--- config.mk ---
export PLATFORM = sky130hd
export DESIGN_NAME = os_skp_gen
export DESIGN_NICKNAME = d
export VERILOG_FILES = /design/src/rtl/osgen_pkg.sv /design/src/rtl/osgen_ctrl.sv /design/src/rtl/osgen_dp.sv /design/src/rtl/os_skp_gen.sv
export SDC_FILE = /design/constraint.sdc
export NUM_CORES = 1
export LEC_CHECK = 0
export BUFFER_PORTS_ARGS = -buffer_cell sky130_fd_sc_hd__buf_2
export CAP_MARGIN = 0
export CORE_MARGIN = 2
export CORE_UTILIZATION = 35
export CTS_CLUSTER_DIAMETER = 30
export CTS_CLUSTER_SIZE = 40
export DETAILED_ROUTE_END_ITERATION = 10
export HOLD_SLACK_MARGIN = 0.15
export SLEW_MARGIN = 0
export SYNTH_ARGS = -nofsm -noshare
export SYNTH_HDL_FRONTEND = slang
export SYNTH_SLANG_ARGS = --single-unit
export TNS_END_PERCENT = 30
--- constraint.sdc ---
create_clock -name clk -period 2.9 [get_ports clk]
set_input_delay 0.29 -clock clk [delete_from_list [all_inputs] [get_ports clk]]
set_output_delay 0.29 -clock clk [all_outputs]
set_load 0.02 [all_outputs]
--- src/rtl/osgen_pkg.sv ---
package osgen_pkg;
  localparam int SYM_W = 8;
  localparam int TS_LEN = 16;
  localparam int SKP_LEN = 4;
  localparam int IDX_W = $clog2(TS_LEN);

  localparam logic [SYM_W-1:0] SYM_COM = 8'hBC;
  localparam logic [SYM_W-1:0] SYM_SKP = 8'h1C;
  localparam logic [SYM_W-1:0] SYM_PAD = 8'hF7;
  localparam logic [SYM_W-1:0] ID_TS1  = 8'h4A;
  localparam logic [SYM_W-1:0] ID_TS2  = 8'h45;

  typedef enum logic [1:0] {OS_NONE, OS_SKP, OS_TS1, OS_TS2} osKind_e;

  typedef struct packed {
    logic             active;
    osKind_e          kind;
    logic [IDX_W-1:0] idx;
  } osStrobe_t;
endpackage

--- src/rtl/osgen_ctrl.sv ---
module osgen_ctrl
  import osgen_pkg::*;
#(
  parameter int SKP_INTERVAL = 1180
) (
  input  logic       clk,
  input  logic       rstN,
  input  logic       sendTs1,
  input  logic       sendTs2,
  input  logic       pktActive,
  input  logic       detectReq,
  input  logic       phyStatus,
  input  logic [2:0] rxStatus,
  output osStrobe_t  strb,
  output logic       txDetectRx,
  output logic       detectDone,
  output logic       rxPresent
);
  localparam int CNT_W = (SKP_INTERVAL > 2) ? $clog2(SKP_INTERVAL) : 1;
  localparam logic [CNT_W-1:0] CNT_LAST = CNT_W'(SKP_INTERVAL - 1);
  localparam logic [IDX_W-1:0] SKP_END = IDX_W'(SKP_LEN - 1);
  localparam logic [IDX_W-1:0] TS_END = IDX_W'(TS_LEN - 1);

  logic [CNT_W-1:0] intCnt;
  logic             skpPending;
  osKind_e          kind, nextKind;
  logic [IDX_W-1:0] idx;
  logic             lastSym, atBoundary, expire, startSkp, isTs;
  logic             detBusy;

  assign isTs = (kind == OS_TS1) || (kind == OS_TS2);
  assign lastSym = ((kind == OS_SKP) && (idx == SKP_END)) || (isTs && (idx == TS_END));
  assign atBoundary = (kind == OS_NONE) || lastSym;
  assign expire = (intCnt == CNT_LAST);
  assign startSkp = atBoundary && !pktActive && skpPending;

  always_comb begin
    nextKind = kind;
    if (atBoundary) begin
      if (pktActive)       nextKind = OS_NONE;
      else if (skpPending) nextKind = OS_SKP;
      else if (sendTs2)    nextKind = OS_TS2;
      else if (sendTs1)    nextKind = OS_TS1;
      else                 nextKind = OS_NONE;
    end
  end

  always_ff @(posedge clk or negedge rstN) begin
    if (!rstN) begin
      intCnt <= '0;
      skpPending <= 1'b0;
      kind <= OS_NONE;
      idx <= '0;
    end else begin
      intCnt <= expire ? '0 : intCnt + CNT_W'(1);
      skpPending <= expire | (skpPending & ~startSkp);
      kind <= nextKind;
      idx <= atBoundary ? '0 : idx + IDX_W'(1);
    end
  end

  assign strb.active = (kind != OS_NONE);
  assign strb.kind = kind;
  assign strb.idx = idx;

  always_ff @(posedge clk or negedge rstN) begin
    if (!rstN) begin
      detBusy <= 1'b0;
      detectDone <= 1'b0;
      rxPresent <= 1'b0;
    end else begin
      detectDone <= 1'b0;
      if (!detBusy && detectReq) begin
        detBusy <= 1'b1;
      end else if (detBusy && phyStatus) begin
        detBusy <= 1'b0;
        detectDone <= 1'b1;
        rxPresent <= (rxStatus == 3'b011);
      end
    end
  end

  assign txDetectRx = detBusy;

  // an idle stream stays idle across an edge with a packet in flight
  p_defer_r4: assert property (@(posedge clk) disable iff (!rstN)
    (!strb.active && pktActive) |=> !strb.active);

  // a due SKP set wins at the end of a set
  p_skp_first_r8: assert property (@(posedge clk) disable iff (!rstN)
    (lastSym && skpPending && !pktActive) |=> (kind == OS_SKP && idx == '0));

  // a training set is never cut short
  p_ts_whole_r7: assert property (@(posedge clk) disable iff (!rstN)
    (isTs && !lastSym) |=> (kind == $past(kind) && idx == $past(idx) + IDX_W'(1)));

  // the detect request holds until the PHY answers
  p_det_hold_r9: assert property (@(posedge clk) disable iff (!rstN)
    (txDetectRx && !phyStatus) |=> txDetectRx);

  // the completion flag is a single-cycle pulse
  p_done_pulse_r9: assert property (@(posedge clk) disable iff (!rstN)
    detectDone |=> !detectDone);
endmodule

--- src/rtl/osgen_dp.sv ---
module osgen_dp
  import osgen_pkg::*;
#(
  parameter int LANES = 4
) (
  input  logic                   clk,
  input  logic                   rstN,
  input  osStrobe_t              strb,
  input  logic [SYM_W-1:0]       ftsCount,
  input  logic [SYM_W-1:0]       rateField,
  input  logic [SYM_W-1:0]       ctlField,
  output logic [LANES*SYM_W-1:0] laneData,
  output logic [LANES-1:0]       laneIsK,
  output logic                   osSel
);
  logic [SYM_W-1:0] sym;
  logic             symK;
  logic [SYM_W-1:0] tsId;

  assign tsId = (strb.kind == OS_TS2) ? ID_TS2 : ID_TS1;

  always_comb begin
    sym = '0;
    symK = 1'b0;
    unique case (strb.kind)
      OS_SKP: begin
        symK = 1'b1;
        sym = (strb.idx == '0) ? SYM_COM : SYM_SKP;
      end
      OS_TS1, OS_TS2: begin
        case (strb.idx)
          IDX_W'(0): begin sym = SYM_COM; symK = 1'b1; end
          IDX_W'(1), IDX_W'(2): begin sym = SYM_PAD; symK = 1'b1; end
          IDX_W'(3): sym = ftsCount;
          IDX_W'(4): sym = rateField;
          IDX_W'(5): sym = ctlField;
          default:   sym = tsId;
        endcase
      end
      default: begin
        sym = '0;
        symK = 1'b0;
      end
    endcase
  end

  for (genvar g = 0; g < LANES; g++) begin : gLane
    assign laneData[g*SYM_W +: SYM_W] = sym;
    assign laneIsK[g] = symK;
  end

  assign osSel = strb.active;

  // every ordered set opens with the comma control symbol
  p_com_first_r2: assert property (@(posedge clk) disable iff (!rstN)
    $rose(strb.active) |-> (sym == SYM_COM && symK));
endmodule

--- src/rtl/os_skp_gen.sv ---
module os_skp_gen
  import osgen_pkg::*;
#(
  parameter int LANES = 4,
  parameter int SKP_INTERVAL = 1180
) (
  input  logic                 clk,
  input  logic                 rstN,
  input  logic                 sendTs1,
  input  logic                 sendTs2,
  input  logic [7:0]           ftsCount,
  input  logic [7:0]           rateField,
  input  logic [7:0]           ctlField,
  input  logic                 pktActive,
  input  logic                 detectReq,
  input  logic                 phyStatus,
  input  logic [2:0]           rxStatus,
  output logic [LANES*8-1:0]   laneData,
  output logic [LANES-1:0]     laneIsK,
  output logic                 osSel,
  output logic                 txDetectRx,
  output logic                 detectDone,
  output logic                 rxPresent
);
  osStrobe_t strb;

  osgen_ctrl #(.SKP_INTERVAL(SKP_INTERVAL)) i_ctrl (
    .clk(clk), .rstN(rstN), .sendTs1(sendTs1), .sendTs2(sendTs2),
    .pktActive(pktActive), .detectReq(detectReq), .phyStatus(phyStatus),
    .rxStatus(rxStatus), .strb(strb), .txDetectRx(txDetectRx),
    .detectDone(detectDone), .rxPresent(rxPresent)
  );

  osgen_dp #(.LANES(LANES)) i_dp (
    .clk(clk), .rstN(rstN), .strb(strb), .ftsCount(ftsCount),
    .rateField(rateField), .ctlField(ctlField), .laneData(laneData),
    .laneIsK(laneIsK), .osSel(osSel)
  );
endmodule

==> results of run 1 <==
==> cells in the final DEF (no fill, tap or decap), drive strengths merged, types with 2 or more instances in the layout <==
| cell type | Yosys | routed |
|---|---|---|
| a22o | 2 | 2 |
| inv | 5 | 5 |
| o21ai | 8 | 8 |
| xor2 | 5 | 5 |
| nand2 | 12 | 12 |
| dfrtp | 21 | 21 |
| buf | 32 | 73 |
| and4 | 2 | 2 |
| and2 | 3 | 3 |
| a22oi | 5 | 5 |
| a21oi | 8 | 8 |
| nor2 | 17 | 17 |
| clkbuf | 2 | 3 |
| and3b | 2 | 2 |
| a31oi | 4 | 4 |
| nand4 | 2 | 2 |
| nand2b | 2 | 2 |
| ha | 5 | 5 |
| nand3 | 7 | 7 |
| xnor2 | 5 | 5 |
| a211oi | 2 | 2 |
==> sequential cells by signal, indices dropped and copies added, names as in the netlist <==
name and count:
i_ctrl.txDetectRx 1, i_ctrl.idx 4, i_ctrl.intCnt 11, i_ctrl.skpPending 1
i_ctrl.kind 2, i_ctrl.rxPresent 1, i_ctrl.detectDone 1
==> cell families (layout without fill, tap and decap cells) <==
kind of cell,count (synthesis),count (layout),synth area share
muxes,1,1,0.00668
buffers and inverters,39,83,0.177
and+or+nand+nor,54,54,0.191
DFF,21,21,0.351
AOI/OAI and AO/OA,38,38,0.174
adders and majority gates,5,5,0.0418
xor gates and xnor gates,10,10,0.0585
==> Yosys cell counts (2+ instances only) <==
cell type  number  share of area
a211oi_1        2          0.010
a21oi_1         8          0.027
a22o_1          2          0.012
a22oi_1         5          0.025
a31oi_1         4          0.017
and2_1          2         0.0084
and3b_1         2          0.012
and4_1          2          0.012
buf_2           2         0.0067
buf_4          29           0.15
clkbuf_1        2         0.0050
dfrtp_1        21           0.35
ha_1            5          0.042
inv_1           5          0.013
nand2_1        12          0.030
nand2b_1        2         0.0084
nand3_1         7          0.023
nand4_1         2         0.0084
nor2_1         17          0.043
o21ai_0         6          0.020
xnor2_1         5          0.029
xor2_1          5          0.029
==> final cells by class <==
| cell class | instances | share of cell area |
|---|---|---|
| well taps | 50 | 0.0360 |
| clock buffers | 3 | 0.0238 |
| clock inverters | 1 | 0.00288 |
| repair buffers | 74 | 0.216 |
| flip-flops and latches | 21 | 0.303 |
| inverters | 5 | 0.0108 |
| multi-input cells | 108 | 0.407 |
==> worst max-delay path, cell delays in order (launching register included) <==
cell and delay (ns):
dfrtp_1 0.42, inv_1 0.09, ha_1 0.20, o21bai_1 0.09
a21oi_1 0.39, nand2_1 0.18, o221ai_1 0.32, buf_2 0.23
==> through the flow <==
stage	hold slack (ns)	setup WS (ns)	cells	power (mW)
6_report	0.197	0.441	262	2.36
5_1_grt	0.186	0.268	262	2.53
3_5_place_dp	0.269	0.742	257	2.19
4_1_cts	0.190	0.445	262	2.38
3_3_place_gp	0.270	0.729	257	2.18
2_1_floorplan	-0.00559	0.671	168	2.15
==> final timing paths <==
| path | startpoint | endpoint | slack (ns) | cells past startpoint |
|---|---|---|---|---|
| hold reg to reg | i_ctrl.skpPending$_DFF_PN0_ | i_ctrl.kind[1]$_DFFE_PN0N_ | 0.48 | 1 |
| hold / removal | rxStatus[2] | i_ctrl.rxPresent$_DFFE_PN0P_ | 0.20 | 2 |
| setup reg to reg | i_ctrl.idx[0]$_DFF_PN0_ | i_ctrl.kind[0]$_DFFE_PN0N_ | 1.17 | 5 |
| setup / recovery | i_ctrl.idx[0]$_DFF_PN0_ | laneData[27] | 0.44 | 7 |
| max in group asynchronous | rstN | i_ctrl.idx[2]$_DFF_PN0_ | 2.08 | 2 |
| min in group asynchronous | rstN | i_ctrl.intCnt[6]$_DFF_PN0_ | 0.51 | 2 |
==> per-layer routing <==
metal	vias up	part of all wire	GRT usage
met5	-	0	0
met3	2	0.099	0.0320
li1	643	-	-
met4	0	0.0075	0.0458
met2	67	0.44	0.208
met1	580	0.45	0.178
==> power by group <==
group	leakage [nW]	switching (mW)	internal, mW
Combinational	0.615	1.20	0.570
Clock	0.0255	0.0937	0.0955
Sequential	0.263	0.0610	0.332
==> repair_timing <==
item	CTS	global route
resized for setup	0	0
hold buffers	1	0
endpoints found under the hold margin	21	0
==> results.toml, run 1 <==
[run_status]
status = "finished clean"

[timing]
fin_tns_setup_ns = 0
finClkSkew_ns = 0.00442
rsz0062_at_grt = "false"
finalMaxSlewViolations = 0
fmax_ghz = 0.407
report.final.setup_viol = 0
period_share = 0.848
hold_viol = 0
tightest_slew_ns = 0.447
fin_crit_ns = 2.46
max-slew-margin-rel = 0.702

[global_route]
grt_antenna_before_repair = 0
grt-ovfl-total = 0
first_global_vias = 1110
grt_max_degree = 22
grt_use_total = 0.133
grt_pass1_wl_mm = 5.26

[synthesis]
yosysWarnings = 0
synth_fp_nets = 207
ys_ff_latch = 21
synthCells = 168
yosysSeqAreaShare = 0.351
syn_area_mm2 = 0.00150
syn_area_per_cell_um2 = 8.91
synthFlopType = "dfrtp_1"
ys_async_sr_fraction = 1.00
ys_types = 43
synth_edf_count = 0

[die]
core-area_mm2 = 0.00406
top_level_ports = 74
fp.dieH_um = 69.4
die_x_um = 69.4
rows = 23
initial_core_util = 0.369
dieArea_mm2 = 0.00482

[clocking]
cts_tree = "done"
clock_path_buffers = 2
clock_sinks = 21
cts_root_buffer = "clkbuf_8"
clk_pin_slew_ns = 0.07
clock_latency_ns = 0.26
htree_num_levels = 1
cts_setup_buffers = 0
cts_buffers = 3

[cells_and_area]
seqCellArea_um2 = 526
drive_gt1_frac = 0.387
stdcell_area_mm2 = 0.00174
nFillCells = 424
multi_input_area_um2 = 707
final_nets = 252
diodes = 0
post-route-util = 0.428
area_growth_pct = 15.9

[drt]
wl_mm = 3.21
ant_nets = 0
viasPerCell = 4.93
drc = 0
vias = 1292
wl_per_cell_um = 12.2
drtPass1Iterations = 5
drt_iter0_drc = 89

[placement]
dp_hpwl_mm = 2.52
place_area_mm2 = 0.00168
place.gp.congestion = 0.791
port_buffers = 73

[pwr]
leakagePower_nw = 0.904
peakVddDrop_mv = 0.494
power_density_mw_per_mm2 = 1360

[worst_setup_path]
start_kind = "register"
cp.arrival_ns = 2.17
end_kind = "output pin"
cp.required_ns = 2.61
crit_path_max_fanout = 6
path_class = "register to output pin"

[flow_run]
drv_cap = 0

[hold_path]
hold_path_class = "primary input to register"
Note: power is estimated with default switching activity, not from simulation.
==> run 2: changes to the inputs <==
Settings changed: PLACE_DENSITY set to 0.66.
Clock period 2.9 ns to 2.1 ns, I/O delays scaled along.
==> run 2 against run 1 <==
- the run now ends with negative setup slack left
- sequential cell count unchanged
- design area rose by 23%
- final cell count is 5.7% higher
- register-to-register slack lost 0.77 ns
- worst hold slack lost 0.030 ns
- setup slack got worse by 0.51 ns
- first-iteration DRC count fell by 43%
- wire length up 15%
- non-clock buffer count grew 15
- core utilization increased by 10 points
- global-route usage rose by 1.7 points
==> results.toml, run 2 (synthesized netlist as in run 1, its figures left out) <==
[run_status]
status = "complete, but fails checks"
violations = "negative setup slack"

[die]
rows = 23
dieArea_mm2 = 0.00482
initial_core_util = 0.369
core-area_mm2 = 0.00406
fp.dieH_um = 69.4
top_level_ports = 74
die_x_um = 69.4

[hold_path]
hold_path_class = "primary input to register"

[timing]
finalMaxSlewViolations = 0
rsz0062_at_grt = "true"
tightest_slew_ns = 0.473
fin_ws_ns = -0.0697
fin_crit_ns = 2.17
report.final.setup_viol = 24
period_share = 1.03
finClkSkew_ns = 0.00462
fmax_ghz = 0.461
max-slew-margin-rel = 0.685
hold_viol = 0

[worst_setup_path]
worst_path_max_delay_cell = "dfrtp_2"
cpMostUsedCell = "buf_6"
cpPeakStageDelay_ns = 0.45
end_kind = "output pin"
path_cells = "ha_4, buf_6, o21bai_4, a21oi_4, buf_6, nand2_8, mux2i_4, buf_6"
path_class = "register to output pin"
cp.arrival_ns = 1.96
cp.required_ns = 1.89
crit_path_max_fanout = 4
start_kind = "register"

[placement]
dp_hpwl_mm = 2.59
dp_slack_ns = -0.0640
dp_cells = 259
place.gp.congestion = 0.775
port_buffers = 73

[cells_and_area]
biggestRegsByFlops = "i_ctrl.intCnt x11, i_ctrl.idx x4, i_ctrl.kind x2"
largest_reg_flops = 11
drive_gt1_frac = 0.524
layout_common_cells = "buf_2 (57), dfrtp_1 (19), buf_6 (19), nor2_1 (17), nand2_1 (11)"
regMostFlops = "i_ctrl.intCnt"
nFillCells = 381
final_nets = 267
area_growth_pct = 42.9
layout_commonest_cell = "buf_2"
post-route-util = 0.528
fin_cells = 277
diodes = 0

[drt]
viasPerCell = 5.09
vias = 1410
wl_per_cell_um = 13.3
wl_mm = 3.68
drc = 0
ant_nets = 0
drt_iter0_drc = 51
drtPass1Iterations = 4

[clocking]
clk_pin_slew_ns = 0.07
clock_path_buffers = 2
cts_buffers = 3
htree_num_levels = 1
cts_root_buffer = "clkbuf_8"
cts_tree = "done"
clock_latency_ns = 0.26
clock_sinks = 21

[global_route]
grt_use_total = 0.150
grt_antenna_before_repair = 0
grt-ovfl-total = 0
first_global_vias = 1369
grt_pass1_wl_mm = 5.99
grt_max_degree = 22

[flow_run]
drv_cap = 0
==> run 2: through the flow <==
stage / hold WS (ns) / TNS (ns) / cell area [um^2]
6_report: 0.167 / -1.13 / 2140
3_5_place_dp: 0.194 / -0.244 / 1690
4_1_cts: 0.158 / -1.01 / 1930
2_1_floorplan: -0.0856 / -0.172 / 1500
5_1_grt: 0.175 / -4.45 / 2140
3_3_place_gp: 0.194 / 0 / 1690
==> run 2: critical path: cells and delay by family, from the launching register on <==
family / cells / cell delay, ns
buffers and inverters: 3 / 0.43
AOI/OAI and AO/OA: 2 / 0.23
DFF: 1 / 0.45
muxes: 1 / 0.32
adders and majority gates: 1 / 0.19
and+or+nand+nor: 1 / 0.09
==> run 2: final timing paths <==
| path | start | to | slack [ns] | cells after the start |
|---|---|---|---|---|
| hold / removal | detectReq | i_ctrl.txDetectRx$_DFFE_PN0P_ | 0.17 | 3 |
| setup / recovery | i_ctrl.idx[0]$_DFF_PN0_ | laneData[10] | -0.07 | 8 |
| setup reg to reg | i_ctrl.kind[1]$_DFFE_PN0N_ | i_ctrl.kind[0]$_DFFE_PN0N_ | 0.40 | 4 |
| max in group asynchronous | rstN | i_ctrl.idx[0]$_DFF_PN0_ | 1.32 | 2 |
| hold reg to reg | i_ctrl.skpPending$_DFF_PN0_ | i_ctrl.kind[1]$_DFFE_PN0N_ | 0.48 | 1 |
| min in group asynchronous | rstN | i_ctrl.intCnt[6]$_DFF_PN0_ | 0.42 | 2 |
==> run 2: timing repair <==
action | 4_1_cts | 5_1_grt
endpoints found under the setup margin | 32 | 32
resized for setup | 30 | 39
setup buffers | 7 | 7
pin swaps | 6 | 7
hold buffers | 2 | 0
hold endpoints to repair | 22 | 0
==> run 2: cell type report <==
type                       count  area, um^2  share of cell area
timing repair buffer          89         614               0.287
tap                           50        62.6              0.0292
clock buffer                   4        45.0              0.0210
inverter                       5        21.3             0.00994
multi-input combinational    108         870               0.406
sequential                    21         528               0.247
==> run 2: metal layers <==
layer | vias up | GRT usage | wire (um)
li1 | 675 | - | -
met2 | 62 | 0.265 | 1880
met3 | 7 | 0.0262 | 274
met1 | 666 | 0.177 | 1440
met5 | - | 0 | 0
met4 | 0 | 0.0654 | 77
Power of run 2 is not shown: default switching activity piles up to over one toggle a cycle in this logic, so the estimate is an artifact.
